### src/rtl/wuart_pkg.sv
package wuart_pkg;
  localparam int REG_W  = 32;
  localparam int BYTE_W = 8;
  localparam int IDX_W  = 2;

  typedef enum logic [IDX_W-1:0] {
    IDX_RXD  = 2'd0,
    IDX_TXD  = 2'd1,
    IDX_STAT = 2'd2,
    IDX_CTRL = 2'd3
  } reg_idx_e;

  // status bit positions
  localparam int ST_RX_AVAIL = 0;
  localparam int ST_RX_FULL  = 1;
  localparam int ST_TX_EMPTY = 2;
  localparam int ST_TX_FULL  = 3;
  localparam int ST_PEND     = 4;

  // control bit positions
  localparam int CT_TX_CLR = 0;
  localparam int CT_RX_CLR = 1;
  localparam int CT_IE     = 4;

  function automatic reg_idx_e word_index(input logic [IDX_W+1:0] byte_addr);
    logic [IDX_W+1:0] shifted;
    shifted = byte_addr >> 2;
    return reg_idx_e'(shifted[IDX_W-1:0]);
  endfunction

  function automatic logic [REG_W-1:0] status_word(input logic avail, input logic full,
                                                   input logic pend, input logic tx_busy);
    logic [REG_W-1:0] s;
    s = '0;
    s[ST_RX_AVAIL] = avail;
    s[ST_RX_FULL]  = full;
    s[ST_TX_EMPTY] = ~tx_busy;
    s[ST_TX_FULL]  = tx_busy;
    s[ST_PEND]     = pend;
    return s;
  endfunction
endpackage

### src/rtl/wuart_rx_fifo.sv
module wuart_rx_fifo #(
  parameter int DEPTH  = 8,
  parameter int BYTE_W = 8
) (
  input  logic              clk,
  input  logic              rst_n,
  input  logic              in_valid,
  input  logic [BYTE_W-1:0] in_data,
  output logic              in_ready,
  input  logic              pop_req,
  input  logic              clr,
  output logic [BYTE_W-1:0] head_data,
  output logic              avail,
  output logic              full,
  output logic              avail_next
);
  localparam int PTR_W = (DEPTH > 1) ? $clog2(DEPTH) : 1;
  localparam int OCC_W = PTR_W + 1;
  localparam logic [OCC_W-1:0] FULL_CNT = OCC_W'(DEPTH);

  logic [BYTE_W-1:0] mem [DEPTH];
  logic [PTR_W-1:0]  wr_ptr;
  logic [OCC_W-1:0]  occ;
  logic [OCC_W-1:0]  occ_nxt;
  logic              push_evt;
  logic              pop_evt;
  logic [PTR_W-1:0]  rd_slot;

  function automatic logic [PTR_W-1:0] oldest_slot(input logic [PTR_W-1:0] wp,
                                                   input logic [OCC_W-1:0] cnt);
    logic [OCC_W-1:0] diff;
    diff = {1'b0, wp} - cnt;
    return diff[PTR_W-1:0];
  endfunction

  function automatic logic [OCC_W-1:0] next_count(input logic [OCC_W-1:0] cnt,
                                                  input logic inc, input logic dec,
                                                  input logic wipe);
    if (wipe) return '0;
    return cnt + OCC_W'(inc) - OCC_W'(dec);
  endfunction

  assign in_ready   = (occ < FULL_CNT) && !clr;
  assign push_evt   = in_valid && in_ready;
  assign pop_evt    = pop_req && (occ != '0) && !clr;
  assign rd_slot    = oldest_slot(wr_ptr, occ);
  assign head_data  = mem[rd_slot];
  assign avail      = (occ != '0);
  assign full       = (occ == FULL_CNT);
  assign occ_nxt    = next_count(occ, push_evt, pop_evt, clr);
  assign avail_next = (occ_nxt != '0);

  always_ff @(posedge clk or negedge rst_n) begin
    if (!rst_n) begin
      wr_ptr <= '0;
      occ    <= '0;
    end else begin
      occ <= occ_nxt;
      if (clr) wr_ptr <= '0;
      else if (push_evt) wr_ptr <= wr_ptr + PTR_W'(1);
    end
  end

  for (genvar g = 0; g < DEPTH; g++) begin : g_slot
    always_ff @(posedge clk or negedge rst_n) begin
      if (!rst_n) mem[g] <= '0;
      else if (push_evt && (wr_ptr == PTR_W'(g))) mem[g] <= in_data;
    end
  end

  p_no_overflow_r3: assert property (@(posedge clk) disable iff (!rst_n)
    push_evt |-> (occ < FULL_CNT));
  p_pop_order_r2: assert property (@(posedge clk) disable iff (!rst_n)
    (pop_evt && !push_evt) |=> (occ == $past(occ) - OCC_W'(1)));
  p_clear_r5: assert property (@(posedge clk) disable iff (!rst_n)
    clr |=> (occ == '0) && (wr_ptr == '0));
  p_empty_read_r4: assert property (@(posedge clk) disable iff (!rst_n)
    (pop_req && !avail && !in_valid && !clr) |=> !avail && $stable(wr_ptr));
endmodule

### src/rtl/wuart_tx_port.sv
module wuart_tx_port #(
  parameter int BYTE_W = 8
) (
  input  logic              clk,
  input  logic              rst_n,
  input  logic              wr,
  input  logic [BYTE_W-1:0] wbyte,
  input  logic              clr,
  input  logic              out_ready,
  output logic              out_valid,
  output logic [BYTE_W-1:0] out_data
);
  always_ff @(posedge clk or negedge rst_n) begin
    if (!rst_n) begin
      out_valid <= 1'b0;
      out_data  <= '0;
    end else if (clr) begin
      out_valid <= 1'b0;
    end else if (wr) begin
      out_valid <= 1'b1;
      out_data  <= wbyte;
    end else if (out_valid && out_ready) begin
      out_valid <= 1'b0;
    end
  end

  p_tx_hold_r7: assert property (@(posedge clk) disable iff (!rst_n)
    (out_valid && !out_ready && !wr && !clr) |=> out_valid && $stable(out_data));
  p_tx_load_r7: assert property (@(posedge clk) disable iff (!rst_n)
    (wr && !clr) |=> out_valid && (out_data == $past(wbyte)));
endmodule

### src/rtl/wuart_irq.sv
module wuart_irq (
  input  logic clk,
  input  logic rst_n,
  input  logic rx_avail_next,
  input  logic tx_wr,
  input  logic stat_rd,
  input  logic ie,
  output logic pend,
  output logic irq
);
  function automatic logic pend_next(input logic cur, input logic rx_nz,
                                     input logic tx_ev, input logic ack);
    return rx_nz || tx_ev || (cur && !ack);
  endfunction

  always_ff @(posedge clk or negedge rst_n) begin
    if (!rst_n) pend <= 1'b0;
    else        pend <= pend_next(pend, rx_avail_next, tx_wr, stat_rd);
  end

  assign irq = pend && ie;

  p_pend_tx_r8: assert property (@(posedge clk) disable iff (!rst_n)
    tx_wr |=> pend);
  p_pend_ack_r8: assert property (@(posedge clk) disable iff (!rst_n)
    (stat_rd && !rx_avail_next && !tx_wr) |=> !pend);
endmodule

### src/rtl/wuart_regs.sv
module wuart_regs
  import wuart_pkg::*;
#(
  parameter int DEPTH  = 8,
  parameter int ADDR_W = 4
) (
  input  logic              clk,
  input  logic              rst_n,
  input  logic              bus_en,
  input  logic              bus_we,
  input  logic [ADDR_W-1:0] bus_addr,
  input  logic [REG_W-1:0]  bus_wdata,
  output logic [REG_W-1:0]  bus_rdata,
  input  logic              rx_valid,
  input  logic [BYTE_W-1:0] rx_data,
  output logic              rx_ready,
  output logic              tx_valid,
  output logic [BYTE_W-1:0] tx_data,
  input  logic              tx_ready,
  output logic              irq
);
  reg_idx_e          idx;
  logic              wr_acc, rd_acc;
  logic              rx_pop_req, stat_rd, tx_wr, ctrl_wr;
  logic              rx_clr, tx_clr;
  logic [REG_W-1:0]  ctrl_q, txreg_q;
  logic [BYTE_W-1:0] head_byte;
  logic              rx_avail, rx_full, rx_avail_nxt, pend;

  assign idx        = word_index(bus_addr[IDX_W+1:0]);
  assign wr_acc     = bus_en && bus_we;
  assign rd_acc     = bus_en && !bus_we;
  assign rx_pop_req = rd_acc && (idx == IDX_RXD);
  assign stat_rd    = rd_acc && (idx == IDX_STAT);
  assign tx_wr      = wr_acc && (idx == IDX_TXD);
  assign ctrl_wr    = wr_acc && (idx == IDX_CTRL);
  assign rx_clr     = ctrl_wr && bus_wdata[CT_RX_CLR];
  assign tx_clr     = ctrl_wr && bus_wdata[CT_TX_CLR];

  always_ff @(posedge clk or negedge rst_n) begin
    if (!rst_n) begin
      ctrl_q  <= '0;
      txreg_q <= '0;
    end else begin
      if (ctrl_wr) ctrl_q  <= bus_wdata;
      if (tx_wr)   txreg_q <= bus_wdata;
    end
  end

  wuart_rx_fifo #(.DEPTH(DEPTH), .BYTE_W(BYTE_W)) i_rx (
    .clk(clk), .rst_n(rst_n),
    .in_valid(rx_valid), .in_data(rx_data), .in_ready(rx_ready),
    .pop_req(rx_pop_req), .clr(rx_clr),
    .head_data(head_byte), .avail(rx_avail), .full(rx_full),
    .avail_next(rx_avail_nxt)
  );

  wuart_tx_port #(.BYTE_W(BYTE_W)) i_tx (
    .clk(clk), .rst_n(rst_n),
    .wr(tx_wr), .wbyte(bus_wdata[BYTE_W-1:0]), .clr(tx_clr),
    .out_ready(tx_ready), .out_valid(tx_valid), .out_data(tx_data)
  );

  wuart_irq i_irq (
    .clk(clk), .rst_n(rst_n),
    .rx_avail_next(rx_avail_nxt), .tx_wr(tx_wr), .stat_rd(stat_rd),
    .ie(ctrl_q[CT_IE]), .pend(pend), .irq(irq)
  );

  always_comb begin
    unique case (idx)
      IDX_RXD:  bus_rdata = {{(REG_W-BYTE_W){1'b0}}, head_byte};
      IDX_TXD:  bus_rdata = txreg_q;
      IDX_STAT: bus_rdata = status_word(rx_avail, rx_full, pend, tx_valid);
      default:  bus_rdata = ctrl_q;
    endcase
  end

  p_irq_gate_r9: assert property (@(posedge clk) disable iff (!rst_n)
    irq |-> ctrl_q[CT_IE]);
  p_tx_bits_r6: assert property (@(posedge clk) disable iff (!rst_n)
    stat_rd |-> (bus_rdata[ST_TX_EMPTY] != bus_rdata[ST_TX_FULL]) && (bus_rdata[7:5] == 3'b000));
  p_status_write_r10: assert property (@(posedge clk) disable iff (!rst_n)
    (wr_acc && (idx == IDX_STAT) && !rx_valid && !pend && !tx_valid) |=> !pend && !tx_valid);
  p_full_flag_r3: assert property (@(posedge clk) disable iff (!rst_n)
    rx_full |-> !rx_ready);
endmodule

### config.mk
export PLATFORM = sky130hd
export DESIGN_NAME = wuart_regs
export DESIGN_NICKNAME = d
export VERILOG_FILES = /design/src/rtl/wuart_pkg.sv /design/src/rtl/wuart_rx_fifo.sv /design/src/rtl/wuart_tx_port.sv /design/src/rtl/wuart_irq.sv /design/src/rtl/wuart_regs.sv
export SDC_FILE = /design/constraint.sdc
export NUM_CORES = 1
export LEC_CHECK = 0
export BUFFER_PORTS_ARGS = -buffer_cell sky130_fd_sc_hd__clkbuf_2
export CAP_MARGIN = 20
export CORE_UTILIZATION = 62
export DETAILED_ROUTE_END_ITERATION = 10
export GPL_TIMING_DRIVEN = 0
export PLACE_DENSITY = 0.85
export SKIP_CTS_REPAIR_TIMING = 1
export SYNTH_ARGS = -nofsm -noshare
export SYNTH_HDL_FRONTEND = slang
export SYNTH_SLANG_ARGS = --single-unit
export TNS_END_PERCENT = 1
### constraint.sdc
create_clock -name clk -period 9 [get_ports clk]
set_clock_uncertainty 0.2 [all_clocks]
set_input_delay 2.25 -clock clk [delete_from_list [all_inputs] [get_ports clk]]
set_output_delay 2.25 -clock clk [all_outputs]
set_load 0.02 [all_outputs]
==> flow_summary.toml <==
[setup_path]
slowest_stage = "clkbuf_1"
worst_ep_required_time_ns = 6.55
critPathMaxStageDelay_ns = 0.50
crit_path_start_kind = "input port"
crit_arrival_ns = 4.04
path_cells = "clkbuf_2 -> clkbuf_1 -> clkbuf_1 -> nand2_1 -> o211ai_1 -> o21ai_0 -> a21oi_1 -> clkbuf_2"
path_class = "in -> out"
cp.buffers_inverters = 4
cp_top_family = "buffers and inverters"
crit_path_max_fanout = 10
end_kind = "primary output"

[clock_tree]
insertion_delay_ns = 0.52
tritoncts = "done"
numClockSinks = 145
cts_root_buf = "clkbuf_8"
cts_max_level = 4
cts_made_buffers = 17
cts_max_path_buffers = 2
clk_pin_slew_worst_paths_ns = 0.06

[power]
combPwrFrac = 0.401
pwr-share-clk = 0.243
power.density_nw_per_um2 = 342
total_leakage_power_nw = 4.14
p_int_mw = 1.84
switching_power_uw = 946
p_seq_frac = 0.356
p_sw_frac = 0.340
power.total_mw = 2.79
vdd_drop_max_mv = 0.232

[logic_synthesis]
synth_top_area_share = 0.525
synthFlopType = "dfrtp_1"
syn-num-nets = 685
yosys_warnings = 0
syn_area_um2 = 6920
synth_top_family_by_area = "multiplexers"
synth-edff-count = 0
postSynthAreaPerCell_um2 = 11.2
synthTopCellsByCount = "213 x nand2_1, 145 x dfrtp_1, 69 x mux2_2"
ys_ff_latch = 145
synth.top_cells.by_area = "dfrtp_1 52%, nand2_1 12%, mux2_2 11%"
synthSimpleGateAreaFrac = 0.169
synthXorXnorAreaFrac = 0.0118
synth_fa_ha_area_frac = 0.0293
synth_area_leader_cell = "dfrtp_1"
syn_inst = 620
ys_async_sr_fraction = 1.00
muxShareOfSynthArea = 0.212
synth-compound-area-share = 0.0242
synth-seq-area-share = 0.525
synth_cell_types = 39
synth_most_common_cell = "nand2_1"

[timing]
hold_viol_final = 0
slew_headroom = 0.534
fin_crit_ns = 6.49
max_freq_ghz = 0.154
fin_setup_tns_ns = 0
finalSetupViolCount = 0
tightest_slew_ns = 0.699
holdWs_ns = 0.272
slew_violations = 0
finalCritPeriodShare = 0.721
rsz0062_at_grt = "no"

[placement]
gp_congestion = 0.846
port_buffers = 90
dp.final_hpwl_mm = 10.9

[detailed_routing]
antenna_left = 0
drt_pass1_iterations = 4
avgViaCountPerCell = 5.60
first_iter_violations = 337
drt-total-wl_mm = 16.0
num_vias = 4948
wl_per_cell_um = 18.1
drc = 0

[hold_path]
worstHoldPathType = "reg -> reg"

[global_route]
track_usage = 0.299
grt_pass1_vias = 5352
grt-ovfl-total = 0
grt_pass1_wl_mm = 25.7
antenna_found_initial = 0
grt_start_max_net_pins = 120

[floorplan]
design.core.area_um2 = 10800
die_w_um = 108
fp.dieH_um = 108
dieArea_um2 = 11600
row_count = 38
start_util = 0.638
num_io_pins = 93

[layout]
n_antenna_cell = 0
drive_gt1_frac = 0.310
synthToLayoutAreaGrowth_pct = 17.9
finalNetCount = 795
fillers = 738

[run_status]
outcome = "finished clean"

[flow_run]
cap_viol_max_count = 0
registers in the layout, summed over array words and instances (netlist names):
signal,flops
i_tx.out_data,8
i_rx.occ,4
i_irq.pend,1
i_rx.wr_ptr,3
ctrl_q,32
txreg_q,32
i_rx.mem,64
i_tx.out_valid,1
logic make-up (layout without fill, tap and decap cells):
logic type	after synthesis	after routing
buf+inv	42	165
fa+ha+maj	15	15
xor+xnor	5	5
mux	118	118
compound gates	22	22
simple gates	273	273
flops	145	145
cell type report:
cell class / instances / area, um^2 / area share
sequential: 145 / 3630 / 0.445
timing repair buffer: 91 / 487 / 0.0597
inverter: 10 / 37.5 / 0.00460
buffer: 32 / 161 / 0.0198
multi-input combinational: 433 / 3090 / 0.379
tap: 140 / 175 / 0.0215
clock buffer: 19 / 442 / 0.0542
clock inverter: 13 / 135 / 0.0166
cells in the final DEF, fill, tap and decap left out, drive strengths merged, types with 5 or more instances in the layout:
master / netlist / layout
dfrtp: 145 / 145
nand2: 215 / 215
mux2: 70 / 70
inv: 10 / 12
ha: 13 / 13
and2: 7 / 7
mux2i: 32 / 32
nor2b: 26 / 26
nand3: 5 / 5
buf: 15 / 16
mux4: 16 / 16
nor2: 11 / 11
clkinvlp: 0 / 5
clkbuf: 17 / 126
a21oi: 8 / 8
per-stage QoR:
stage          utilization  cell area (um^2)  instances  worst slack [ns]
6_report             0.752              8150        883              2.51
3_3_place_gp         0.696              7540        850              2.63
5_1_grt              0.752              8150        883              2.38
4_1_cts              0.752              8150        883              2.54
3_5_place_dp         0.699              7580        851              2.64
2_1_floorplan            -              6920        620              3.02
worst reg2reg max path: cells and delay by family, from the launching register on:
family                   cells  cell delay [ns]
XOR/XNOR                     1             0.23
flip-flops                   1             0.45
buffers and inverters        2             0.19
adder cells (fa/ha/maj)      4             1.03
AO/OA/AOI/OAI                2             0.18
AND/OR/NAND/NOR              3             0.43
metal layers:
layer,share of wire,track usage,wire (um),vias to the layer above
met3,0.060,0.0726,962,30
met2,0.53,0.527,8410,157
li1,-,-,-,2286
met4,0.019,0.123,310,0
met1,0.39,0.348,6290,2475
met5,0,0,0,-
power by group through the flow:
stage                     clock network [mW]  registers (mW)  logic [mW]
after CTS                              0.683           0.989        1.13
final                                  0.678           0.992        1.12
after floorplan                            0           0.964       0.835
after global placement                     0           0.976        1.06
after detailed placement                   0           0.999        1.11
after global routing                   0.712            1.01        1.21
worst paths after layout:
kind / end / startpoint / cells past startpoint / slack, ns
max: bus_rdata[2] / bus_addr[2] / 8 / 2.51
min: txreg_q[28] / txreg_q[28] / 2 / 0.27
max reg2reg: i_irq.pend / i_rx.occ[2] / 12 / 6.16
min reg2reg: txreg_q[28] / txreg_q[28] / 2 / 0.27
max in group asynchronous: i_rx.mem[7] / rst_n / 2 / 6.33
min in group asynchronous: ctrl_q[13] / rst_n / 1 / 1.41
Note: power is estimated with default switching activity, not from simulation.
